===== config.mk =====
export PLATFORM = sky130hd
export DESIGN_NAME = mesh_sweep
export DESIGN_NICKNAME = d
export VERILOG_FILES = /design/src/rtl/mesh_sweep_pkg.sv /design/src/rtl/mesh_sweep_ctrl.sv /design/src/rtl/mesh_sweep_dp.sv /design/src/rtl/mesh_sweep.sv
export SDC_FILE = /design/constraint.sdc
export NUM_CORES = 1
export LEC_CHECK = 0
export BUFFER_PORTS_ARGS = -buffer_cell sky130_fd_sc_hd__buf_2
export CAP_MARGIN = 15
export CORE_MARGIN = 5
export CORE_UTILIZATION = 35
export DETAILED_ROUTE_END_ITERATION = 8
export PLACE_DENSITY_LB_ADDON = 0.1
export SLEW_MARGIN = 20
export SYNTH_ARGS = -nofsm -noshare
export SYNTH_HDL_FRONTEND = slang
export SYNTH_SLANG_ARGS = --single-unit

===== constraint.sdc =====
create_clock -name clk -period 4.4 [get_ports clk]
set_clock_uncertainty 0.1 [all_clocks]
set_input_delay 0.44 -clock clk [delete_from_list [all_inputs] [get_ports clk]]
set_output_delay 0.44 -clock clk [all_outputs]
set_load 0.03 [all_outputs]

===== src/rtl/mesh_sweep_pkg.sv =====
package mesh_sweep_pkg;

  localparam logic [2:0] REG_CTRL  = 3'd0;
  localparam logic [2:0] REG_BASE  = 3'd1;
  localparam logic [2:0] REG_XLAST = 3'd2;
  localparam logic [2:0] REG_YLAST = 3'd3;
  localparam logic [2:0] REG_VERTS = 3'd4;
  localparam logic [2:0] REG_LASTA = 3'd5;

  typedef enum logic [2:0] {
    ST_IDLE, ST_LOAD, ST_RUN, ST_WR0, ST_WR1, ST_NEXT, ST_DONE
  } sweep_state_e;

  // strobes from control to datapath
  typedef struct packed {
    logic sweepBegin;
    logic pointClear;
    logic stepCount;
    logic vecLatch;
    logic selSecond;
    logic pairDone;
    logic faultSet;
    logic pointAdvance;
  } sweep_ctl_t;

  // status from datapath to control
  typedef struct packed {
    logic startReq;
    logic lastCol;
    logic lastRow;
    logic wdExpire;
  } sweep_sts_t;

  function automatic logic [31:0] swapBytes(input logic [31:0] w);
    return {w[7:0], w[15:8], w[23:16], w[31:24]};
  endfunction

endpackage


===== src/rtl/mesh_sweep_ctrl.sv =====
module mesh_sweep_ctrl
  import mesh_sweep_pkg::*;
(
  input  logic       clk,
  input  logic       rstN,
  input  sweep_sts_t sts,
  input  logic       coreStep,
  input  logic       coreVecOut,
  input  logic       memReady,
  output sweep_ctl_t ctl,
  output logic       busy,
  output logic       pointLoad,
  output logic       coreRun,
  output logic       memValid,
  output logic       sweepIrq
);

  sweep_state_e state, stateNext;

  always_ff @(posedge clk) begin
    if (!rstN) state <= ST_IDLE;
    else       state <= stateNext;
  end

  always_comb begin
    stateNext = state;
    ctl       = '0;
    unique case (state)
      ST_IDLE: if (sts.startReq) begin
        ctl.sweepBegin = 1'b1;
        stateNext      = ST_LOAD;
      end
      ST_LOAD: begin
        ctl.pointClear = 1'b1;
        stateNext      = ST_RUN;
      end
      ST_RUN: begin
        ctl.stepCount = coreStep && !coreVecOut;
        if (coreVecOut) begin
          ctl.vecLatch = 1'b1;
          stateNext    = ST_WR0;
        end else if (sts.wdExpire) begin
          ctl.faultSet = 1'b1;
          stateNext    = ST_NEXT;
        end
      end
      ST_WR0: if (memReady) stateNext = ST_WR1;
      ST_WR1: begin
        ctl.selSecond = 1'b1;
        if (memReady) begin
          ctl.pairDone = 1'b1;
          stateNext    = ST_NEXT;
        end
      end
      ST_NEXT: begin
        ctl.pointAdvance = 1'b1;
        stateNext = (sts.lastCol && sts.lastRow) ? ST_DONE : ST_LOAD;
      end
      ST_DONE: stateNext = ST_IDLE;
      default: stateNext = ST_IDLE;
    endcase
  end

  assign busy      = (state != ST_IDLE);
  assign pointLoad = (state == ST_LOAD);
  assign coreRun   = (state == ST_RUN);
  assign memValid  = (state == ST_WR0) || (state == ST_WR1);
  assign sweepIrq  = (state == ST_DONE);

  a_r5_valid_held: assert property (@(posedge clk) disable iff (!rstN)
    (memValid && !memReady) |=> memValid);

  a_r2_load_then_run: assert property (@(posedge clk) disable iff (!rstN)
    pointLoad |=> coreRun);

  a_r8_irq_single: assert property (@(posedge clk) disable iff (!rstN)
    sweepIrq |=> (!sweepIrq && !busy));

endmodule


===== src/rtl/mesh_sweep_dp.sv =====
module mesh_sweep_dp
  import mesh_sweep_pkg::*;
#(
  parameter int ROW_PITCH  = 128,
  parameter int ROW_W      = 7,
  parameter int INSN_LIMIT = 2048,
  localparam int COL_W = $clog2(ROW_PITCH),
  localparam int WD_W  = $clog2(INSN_LIMIT + 1),
  localparam int CNT_W = COL_W + ROW_W + 1
)(
  input  logic             clk,
  input  logic             rstN,
  input  sweep_ctl_t       ctl,
  input  logic             busy,
  input  logic             cfgWrEn,
  input  logic [2:0]       cfgAddr,
  input  logic [31:0]      cfgWrData,
  output logic [31:0]      cfgRdData,
  input  logic [31:0]      vecA,
  input  logic [31:0]      vecB,
  output sweep_sts_t       sts,
  output logic [COL_W-1:0] pointX,
  output logic [ROW_W-1:0] pointY,
  output logic [31:0]      memAddr,
  output logic [31:0]      memData
);

  logic [31:0]      meshBase, lastAddr, opA, opB;
  logic [COL_W-1:0] colLast, curX;
  logic [ROW_W-1:0] rowLast, curY;
  logic [WD_W-1:0]  wdCnt;
  logic [CNT_W-1:0] vertCnt;
  logic             fault;
  logic             wdLast;
  logic [31:0]      pointAddr;

  // configuration registers
  always_ff @(posedge clk) begin
    if (!rstN) begin
      meshBase <= '0;
      colLast  <= '0;
      rowLast  <= '0;
    end else if (cfgWrEn) begin
      case (cfgAddr)
        REG_BASE:  meshBase <= cfgWrData;
        REG_XLAST: colLast  <= cfgWrData[COL_W-1:0];
        REG_YLAST: rowLast  <= cfgWrData[ROW_W-1:0];
        default: ;
      endcase
    end
  end

  // mesh position
  always_ff @(posedge clk) begin
    if (!rstN || ctl.sweepBegin) begin
      curX    <= '0;
      curY    <= '0;
      vertCnt <= '0;
    end else if (ctl.pointAdvance) begin
      vertCnt <= vertCnt + 1'b1;
      if (sts.lastCol) begin
        curX <= '0;
        curY <= sts.lastRow ? '0 : curY + 1'b1;
      end else begin
        curX <= curX + 1'b1;
      end
    end
  end

  // per-point instruction watchdog
  assign wdLast = (wdCnt == WD_W'(INSN_LIMIT - 1));

  always_ff @(posedge clk) begin
    if (!rstN || ctl.pointClear) wdCnt <= '0;
    else if (ctl.stepCount && !wdLast) wdCnt <= wdCnt + 1'b1;
  end

  always_ff @(posedge clk) begin
    if (!rstN || ctl.sweepBegin) fault <= 1'b0;
    else if (ctl.faultSet)       fault <= 1'b1;
  end

  // operand capture and write-out
  always_ff @(posedge clk) begin
    if (!rstN) begin
      opA <= '0;
      opB <= '0;
    end else if (ctl.vecLatch) begin
      opA <= vecA;
      opB <= vecB;
    end
  end

  assign pointAddr = meshBase + (32'({curY, curX}) << 3);

  always_ff @(posedge clk) begin
    if (!rstN)             lastAddr <= '0;
    else if (ctl.pairDone) lastAddr <= memAddr;
  end

  assign memAddr = ctl.selSecond ? pointAddr + 32'd4 : pointAddr;
  assign memData = swapBytes(ctl.selSecond ? opB : opA);

  // status and readback
  assign sts.startReq = cfgWrEn && (cfgAddr == REG_CTRL) && cfgWrData[0];
  assign sts.lastCol  = (curX == colLast);
  assign sts.lastRow  = (curY == rowLast);
  assign sts.wdExpire = ctl.stepCount && wdLast;

  always_comb begin
    unique case (cfgAddr)
      REG_CTRL:  cfgRdData = {30'd0, fault, busy};
      REG_BASE:  cfgRdData = meshBase;
      REG_XLAST: cfgRdData = 32'(colLast);
      REG_YLAST: cfgRdData = 32'(rowLast);
      REG_VERTS: cfgRdData = 32'(vertCnt);
      REG_LASTA: cfgRdData = lastAddr;
      default:   cfgRdData = '0;
    endcase
  end

  assign pointX = curX;
  assign pointY = curY;

  a_r7_wd_bound: assert property (@(posedge clk) disable iff (!rstN)
    wdCnt < WD_W'(INSN_LIMIT));

endmodule


===== src/rtl/mesh_sweep.sv =====
module mesh_sweep
  import mesh_sweep_pkg::*;
#(
  parameter int ROW_PITCH  = 128,
  parameter int ROW_W      = 7,
  parameter int INSN_LIMIT = 2048,
  localparam int COL_W = $clog2(ROW_PITCH)
)(
  input  logic             clk,
  input  logic             rstN,
  input  logic             cfgWrEn,
  input  logic [2:0]       cfgAddr,
  input  logic [31:0]      cfgWrData,
  output logic [31:0]      cfgRdData,
  output logic             pointLoad,
  output logic [COL_W-1:0] pointX,
  output logic [ROW_W-1:0] pointY,
  output logic             coreRun,
  input  logic             coreStep,
  input  logic             coreVecOut,
  input  logic [31:0]      vecA,
  input  logic [31:0]      vecB,
  output logic             memValid,
  input  logic             memReady,
  output logic [31:0]      memAddr,
  output logic [31:0]      memData,
  output logic             sweepIrq
);

  sweep_ctl_t ctl;
  sweep_sts_t sts;
  logic       busy;

  mesh_sweep_ctrl u_ctrl (
    .clk(clk), .rstN(rstN), .sts(sts), .coreStep(coreStep),
    .coreVecOut(coreVecOut), .memReady(memReady), .ctl(ctl), .busy(busy),
    .pointLoad(pointLoad), .coreRun(coreRun), .memValid(memValid),
    .sweepIrq(sweepIrq)
  );

  mesh_sweep_dp #(
    .ROW_PITCH(ROW_PITCH), .ROW_W(ROW_W), .INSN_LIMIT(INSN_LIMIT)
  ) u_dp (
    .clk(clk), .rstN(rstN), .ctl(ctl), .busy(busy), .cfgWrEn(cfgWrEn),
    .cfgAddr(cfgAddr), .cfgWrData(cfgWrData), .cfgRdData(cfgRdData),
    .vecA(vecA), .vecB(vecB), .sts(sts), .pointX(pointX), .pointY(pointY),
    .memAddr(memAddr), .memData(memData)
  );

  a_r5_payload_held: assert property (@(posedge clk) disable iff (!rstN)
    (memValid && !memReady) |=> ($stable(memAddr) && $stable(memData)));

  a_r4_second_word_addr: assert property (@(posedge clk) disable iff (!rstN)
    (memValid && $past(memValid && memReady)) |-> (memAddr == $past(memAddr) + 32'd4));

endmodule


==> results of run 1 <==
metrics by stage:
stage | instance area [µm²] | total power, W | setup slack (ns) | utilization, % | setup TNS [ns]
4_1_cts | 12780 | 0.003682 | -0.01321 | 43.37 | -0.02980
5_1_grt | 13080 | 0.003772 | -0.08695 | 44.38 | -0.4447
2_1_floorplan | 10410 | 0.002001 | 0.03015 | - | 0
3_3_place_gp | 11990 | 0.002145 | 0.1453 | 40.67 | 0
6_report | 13080 | 0.003619 | 0.06605 | 44.38 | 0
3_5_place_dp | 11990 | 0.002145 | 0.1286 | 40.67 | 0
path summary, 6_finish.rpt:
kind / cells after the start / slack (ns) / start / endpoint
max: 15 / 0.07 / u_dp.pointX[0] / memAddr[31]
min: 3 / 0.13 / vecB[5] / u_dp.opB[5]
max reg2reg: 15 / 0.79 / u_dp.pointX[0] / u_dp.lastAddr[26]
min reg2reg: 2 / 0.35 / u_dp.opA[21] / u_dp.opA[21]
power by group:
group	leakage [nW]	total, W	switching, W	internal, W
clock	0.265	0.00151	0.000740	0.000771
sequential	1.51	0.00174	0.0000247	0.00172
combinational	3.63	0.000363	0.000233	0.000130
logic make-up (layout without fill, tap and decap cells):
family / Yosys count / count (layout) / share of synthesized area, %
flops: 187 / 187 / 36.07
xor+xnor: 84 / 84 / 7.162
fa+ha+maj: 20 / 20 / 2.484
mux: 94 / 94 / 9.646
simple gates: 589 / 589 / 26.21
compound gates: 248 / 248 / 14.70
buf+inv: 97 / 335 / 3.725
cell type report:
class                   count  area [µm²]  area share (%)
well taps                 390       488.0           3.730
repair buffers            288        1702           13.01
flip-flops and latches    187        3747           28.64
clock inverters            12       106.4          0.8129
inverters                  15       58.81          0.4495
clock buffers              20       456.7           3.491
multi-input cells        1035        6524           49.87
layer usage:
layer / share of wire (%) / track usage (%)
met2: 48 / 34.61
met3: 7.1 / 5.920
met1: 44 / 24.95
met5: 0.17 / 0
met4: 1.6 / 5.704
sequential cells by signal, indices dropped and copies added (netlist names):
register       cells
u_dp.fault         1
u_ctrl.state       3
u_dp.rowLast       7
u_dp.wdCnt        12
u_dp.lastAddr     32
u_dp.vertCnt      15
u_dp.colLast       7
u_dp.pointX        7
u_dp.opA          32
u_dp.opB          32
u_dp.pointY        7
u_dp.meshBase     32
timing repair:
item                       in CTS  in global routing
buffers inserted               17                 13
pin swaps                      14                 20
resized for setup              25                 54
cloned                          0                  0
setup endpoints to repair      17                 16
worst max-delay path: cells and delay by family, from the launching register on:
family                   cells  cell delay, ns
multiplexers                 1            0.20
XOR/XNOR                     1            0.15
AO/OA/AOI/OAI                3            0.50
adder cells (fa/ha/maj)      2            0.50
flip-flops                   1            0.35
AND/OR/NAND/NOR              4            1.17
buffers and inverters        4            0.50
cells in the final DEF, fill, tap and decap left out, types with 5 or more instances in the layout:
master     Yosys  routed
buf_4          2      67
o21a_1         6       6
buf_6          1      12
o21ai_0       24      22
mux2i_1       46      46
a22oi_1       14      14
o22ai_1        5       5
nand3_1       44      42
a31oi_1        6       5
mux2_2        48      48
o21ai_1        6       5
clkbuf_16      0      17
a21o_1         9       9
nor2_1       142     138
nor2b_1        7       7
ha_1          19      16
a21oi_1      132     131
nand2b_1       9       8
o211ai_1       7       7
and4_1         6       6
and2_1        14      13
xor2_1        46      42
buf_2          6     207
nor3_1        22      22
dfxtp_1      187     184
nand2_1      262     260
nand3b_1       5       5
a211oi_1       6       5
and3_1        10       9
inv_1         14      13
inv_6          0       5
xnor2_1       37      34
or3_1         17      15
nand4_1       18      18
==> impl.org, run 1 <==
** Critical path
- Max stage delay cell, worst path :: or4_4
- For the worst setup path, the data required time is 3.86 ns.
- The setup path with the least slack is of type reg -> out.
- Cell chain of the critical path :: ha_4 > inv_2 > fa_2 > nand2b_4 > a211oi_4 > buf_6 > o21ai_4 > mux2i_1 > o211ai_1 > or4_4 > buf_6 > nor2_4 > and3b_2 > xor2_2 > buf_6
- STA classifies the critical path startpoint as a flip-flop.
- Of all nets on the critical path, the largest fanout is 6.
- By instance count, the cell type seen most on the critical path is buf_6.
- Critical path data arrival time :: 3.79 ns
- STA classifies the critical path endpoint as an output pin.
- On the worst path, the slowest cell contributes a delay of 0.56 ns.

** Global routing
- The initial antenna violation count came to 6.
- Entering global routing, the biggest net connects 79 pins.
- Combined global-route utilization of all metal layers :: 20.28%
- Number of global-route vias before repair :: 10,070
- After global routing the overflow that remains totals 0.
- The first global-routing pass estimated 54.26 mm of wire.

** Clock network
- After clock tree synthesis, the clock-pin slew on the worst setup and hold paths is 0.08 ns.
- Clock buffer depth :: 2
- CTS tree :: yes
- The number of clock buffers added by TritonCTS is 17.
- Insertion delay of the later-clocked pin in the worst-skew pair :: 0.44 ns
- CTS sink count :: 187
- Hold-fix buffers at CTS :: 0
- Max H-tree Level :: 4
- Root Buffer :: clkbuf_16

** Placed design
- Routability-driven placement congestion ratio :: 0.8757
- DP HPWL :: 25.29 mm
- Cell count after placement :: 1,885
- The count of buffers added on input and output ports is 218.

** Cells and area
- After the flow finishes, the layout carries non-filler instances totaling 1,947.
- Filler cell count :: 3,075
- ANT cells :: 0
- Share of cells above drive strength 1 :: 27.75%
- At the end of the flow, the number of nets in the layout was 1,669.
- From synthesis to final layout, the design area changed by 26.07%.

** Timing
- Total of endpoints with negative setup slack in the final report :: 0
- Final hold slack :: 0.1293 ns
- F_max :: 0.2307 GHz
- The hold violation total from the final report came to 0.
- Worst slew margin relative to its limit :: 27.64%
- Final period demand of the worst path :: 4.334 ns
- In the finished design, the share of the clock period the worst path needs comes to 98.50%.
- Unrepaired setup endpoints after global routing :: true
- The final count of pins violating max slew came to 0.
- At the pin with the least slew margin, the transition time is 1.075 ns.

** Floorplan
- Starting Density :: 35.20%
- Die outline width :: 182.2 µm
- 219 I/O pins were placed.
- Std cell rows :: 63
- The floorplan step defined a die boundary enclosing 0.03319 mm².
- The total area inside the core boundary comes to 0.02948 mm².
- Die extent in y :: 182.2 µm

** Drt
- Drt via density :: 5.154
- Routed WL per cell :: 17.77 µm
- The count of nets left with antenna violations once routing finished came out at 0.
- Vias after detailed routing :: 10,040
- The final layout contains routed wiring with a total length of 34.59 mm.
- For this block, the initial DRC count from the detailed router was 393.
- The pre-antenna-repair detailed-routing pass consisted of 5 iterations.
- DRC violations left :: 0

** Run status
- Outcome :: finished clean

** Synth
- By count the netlist is led by 262 x nand2_1, 187 x dfxtp_1, 142 x nor2_1.
- The mapped netlist covers 0.01038 mm².
- The synthesized design contains 0 enable-type register cells.
- The most used flip-flop cell after synthesis is dfxtp_1.
- During synthesis, Yosys emitted a total of 0 warnings.
- Post-synthesis register bit count :: 187
- Top cell type by total area after synthesis :: dfxtp_1
- Largest cells by area after synthesis :: dfxtp_1 36%, nand2_1 9.5%, a21oi_1 6.4%
- Yosys instantiated no cell more often than nand2_1.
- Post-synth ARST share :: 0%
- In the synthesized netlist, the number of instances is 1,319.
- Mean post-synth cell area :: 7.868 µm²
- Post-synthesis net count :: 1,444
- Summing the sequential cell areas from Yosys gives 36.07% of the chip area.
- Yosys mapped the design onto 73 distinct sky130hd cell types.
- Area fraction of the dominant cell type after synthesis :: 36.07%

** Power and ir drop
- For this design the static power due to leakage is 5.407 nW.
- P per Cell Area :: 276.6 mW/mm²
- Across the VDD grid, the largest voltage drop is 251.2 µV.

** Hold path
- In this run the worst hold path is classified as in -> reg.

** Job
- Maximum Capacitance Violations :: 0
No activity file was read; power rests on OpenSTA's default activity.
==> inputs of run 2 (changes only) <==
--- a/config.mk
+++ b/config.mk
@@ -5,11 +5,11 @@
 export SDC_FILE = /design/constraint.sdc
 export NUM_CORES = 1
 export LEC_CHECK = 0
-export BUFFER_PORTS_ARGS = -buffer_cell sky130_fd_sc_hd__buf_2
 export CAP_MARGIN = 15
 export CORE_MARGIN = 5
 export CORE_UTILIZATION = 35
 export DETAILED_ROUTE_END_ITERATION = 8
+export DONT_BUFFER_PORTS = 1
 export PLACE_DENSITY_LB_ADDON = 0.1
 export SLEW_MARGIN = 20
 export SYNTH_ARGS = -nofsm -noshare
==> run 2 against run 1 <==
Compared with the run above: clock power rose by 3%; highest routed layer is now met4; first-iteration DRC count rose by 8.7%; critical endpoint is now memAddr[24]; largest cell class unchanged; register-to-register slack improved by 0.03 ns; die area did not move; total power rose by 0.18%; routed wire length fell by 1.2%; critical path type unchanged; final cell count fell by 7.7%; sequential share of layout area rose by 1.1 points.
==> impl.org, run 2 (same netlist as run 1, synthesis figures left out) <==
** Power and ir drop
- Internal power consumption :: 0.002676 W (+2.1%)
- Share of power burned in the clock network :: 42.9% (+1.1 points)
- Max VDD drop :: 250.5 µV (-0.26%)
- The fraction of power consumed by combinational cells came to 8.9% (-1.1 points).
- Switching pwr :: 0.0009500 W (-4.8%)
- P per Cell Area :: 287.6 mW/mm² (+4.0%)
- Net switching fraction of the power :: 26.20% (-1.4 points)
- Leakage dissipation :: 4.675 nW (-14%)
- Relative contribution of sequential cells to total power :: 48.2% (about the same)

** Timing
- The setup TNS after final layout came to 0 ns (unchanged).
- The setup violation total in the final timing report came to 0 (unchanged).
- The pin slew with the least headroom to its limit came to 0.9903 ns (-0.08509 ns).
- Final period demand of the worst path :: 4.342 ns (+0.008169 ns)
- The hold violation total from the final report came to 0 (unchanged).
- The final count of pins violating max slew was 0 (unchanged).
- Worst slew margin relative to its limit :: 33.50% (+5.9 points)
- F_max :: 0.2303 GHz (-0.19%)
- Share of the cycle needed by the critical path after routing :: 98.68% (+0.19 points)
- Unrepaired setup endpoints after global routing :: true

** Clock network
- Insertion delay of the later-clocked pin in the worst-skew pair :: 0.45 ns (about the same)
- The clock sink count is 187 (unchanged).
- Max H-tree Level :: 4 (unchanged)
- Post-CTS clock slew at the launch and capture registers of the worst setup and hold paths :: 0.08 ns (about the same)
- Clock buffer depth :: 2 (unchanged)
- The number of buffers created by CTS is 17 (unchanged).
- The tree is rooted in a clkbuf_16.
- TritonCTS built the clock tree.

** Floorplan
- The starting density of the core is 35.20% (unchanged).
- The core area was 0.02948 mm² (unchanged).
- Die outline width :: 182.2 µm (unchanged)
- Die extent in y :: 182.2 µm (unchanged)
- The number of I/O pins came to 219 (unchanged).
- The number of placement rows was 63 (unchanged).
- The area of the die is 0.03319 mm² (unchanged).

** Critical path
- The maximum fanout along the worst path is 7 (+1).
- Type of destination of the critical path :: output pin
- Critical Path Source Type :: flip-flop
- The arrival time of data at the critical path endpoint came to 3.80 ns (about the same).
- Critical Path RT :: 3.86 ns (about the same)
- Type of the worst setup path :: reg -> out

** Global routing
- The overall global routing resource usage is 20.30% (+0.025 points).
- Antenna violations before repair :: 0 (-6)
- Number of global-route vias before repair :: 9,576 (-4.9%)
- The wire length of the first global-routing pass was 53.36 mm (-1.7%).
- Maximum number of pins on one net before global-route repair :: 65 (-18%)
- The total congestion overflow after global routing is 0 (unchanged).

** Cells and area
- The number of antenna repair diodes came to 0 (unchanged).
- The layout cell share with drive strength beyond 1 came to 15.42% (-12 points).
- Number of nets in the finished design :: 1,520 (-8.9%)
- The filler cell count in the final layout came to 3,092 (+0.55%).
- Leaving out fill and tap cells, the most frequent cell in the layout is nand2_1.
- The top cell types in the final layout, fill and taps aside, are 259 x nand2_1, 185 x dfxtp_1, 139 x nor2_1.
- The final cell count without fillers came to 1,797 (-7.7%).
- Compared with the post-synthesis result, the final layout area differs by 21.46%.

** Drt
- Drt via density :: 5.218 (+1.2%)
- The routed wire length came to 34.16 mm (-1.2%).
- The number of nets with antenna violations after detailed routing was 0 (unchanged).
- Routed WL per cell :: 19.01 µm (+7.0%)
- The remaining routing DRC violations came to 0 (unchanged).
- Starting DRC count in detailed routing :: 427 (+8.7%)
- Length of the first detailed-routing pass in iterations :: 5 (unchanged)
- Vias after detailed routing :: 9,376 (-6.6%)

** Placed design
- The count of buffers inserted at the top-level ports was 0 (-100%).
- DP HPWL :: 24.26 mm (-4.1%)
- The weighted congestion reported at the end of routability-driven placement came to 0.8522 (-2.7%).
- The number of placed cells counting well taps was 1,687 (-11%).

** Job
- The count of max-cap constraint violations was 0 (unchanged).

** Run status
- Outcome :: finished clean

** Hold path
- Min-Delay Path Class :: in -> reg
run 2: final timing paths:
path         cells after the start                end  slack, ns           start
min                              2   u_dp.meshBase[9]       0.02    cfgWrData[9]
max reg2reg                     15  u_dp.lastAddr[26]       0.82  u_dp.pointX[0]
max                             15        memAddr[24]       0.06  u_dp.pointX[0]
min reg2reg                      2       u_dp.opA[25]       0.35    u_dp.opA[25]
run 2: repair_timing:
item,CTS,global route
buffers inserted,11,7
hold buffers,61,0
gates resized for setup,23,27
endpoints found under the setup margin,16,14
endpoints found under the hold margin,65,0
pin swaps,13,15
run 2: per-stage QoR:
stage,hold slack [ns],worst slack (ns),area (µm²),utilization [%],total power [W]
2_1_floorplan,0.3329,0.03015,10410,-,0.002001
3_3_place_gp,0.3388,0.09755,11060,37.52,0.002061
5_1_grt,0.005931,-0.08647,12600,42.76,0.003777
6_report,0.02449,0.05789,12600,42.76,0.003626
3_5_place_dp,0.3449,0.004478,11060,37.52,0.002063
4_1_cts,0.00008543,-0.01299,12450,42.22,0.003677
run 2: layout make-up:
type | count | area [µm²] | area share (%)
well taps | 390 | 488.0 | 3.871
multi-input cells | 1035 | 6494 | 51.52
flip-flops and latches | 187 | 3746 | 29.72
clock inverters | 11 | 111.4 | 0.8835
repair buffers | 139 | 1240 | 9.837
inverters | 15 | 58.81 | 0.4665
clock buffers | 20 | 466.7 | 3.703
run 2: power groups by stage:
stage	clock network, W	registers, W	logic, W
6_report	0.00155	0.00175	0.000323
3_5_place_dp	0	0.00179	0.000275
2_1_floorplan	0	0.00177	0.000228
4_1_cts	0.00160	0.00175	0.000324
3_3_place_gp	0	0.00179	0.000274
5_1_grt	0.00167	0.00175	0.000354
run 2: routing by layer:
metal  global-route usage [%]  vias to the layer above  wire length, µm
met2                    34.12                      232            16250
met1                    24.32                     4408            14700
met3                    7.435                       42             2519
met5                        0                        -                0
met4                    6.124                        0              685
li1                         -                     4694                -
run 2: worst max-delay path: stages (launching register included):
cell and delay (ns):
dfxtp_2 0.36, ha_4 0.15, inv_2 0.03, fa_2 0.36, nand2b_4 0.17, a211oi_4 0.20, buf_6 0.16, o21ai_4 0.07
mux2i_1 0.23, o211ai_1 0.16, or4_4 0.62, buf_4 0.17, nor3_4 0.11, o21ai_1 0.10, xnor2_1 0.24, buf_4 0.21
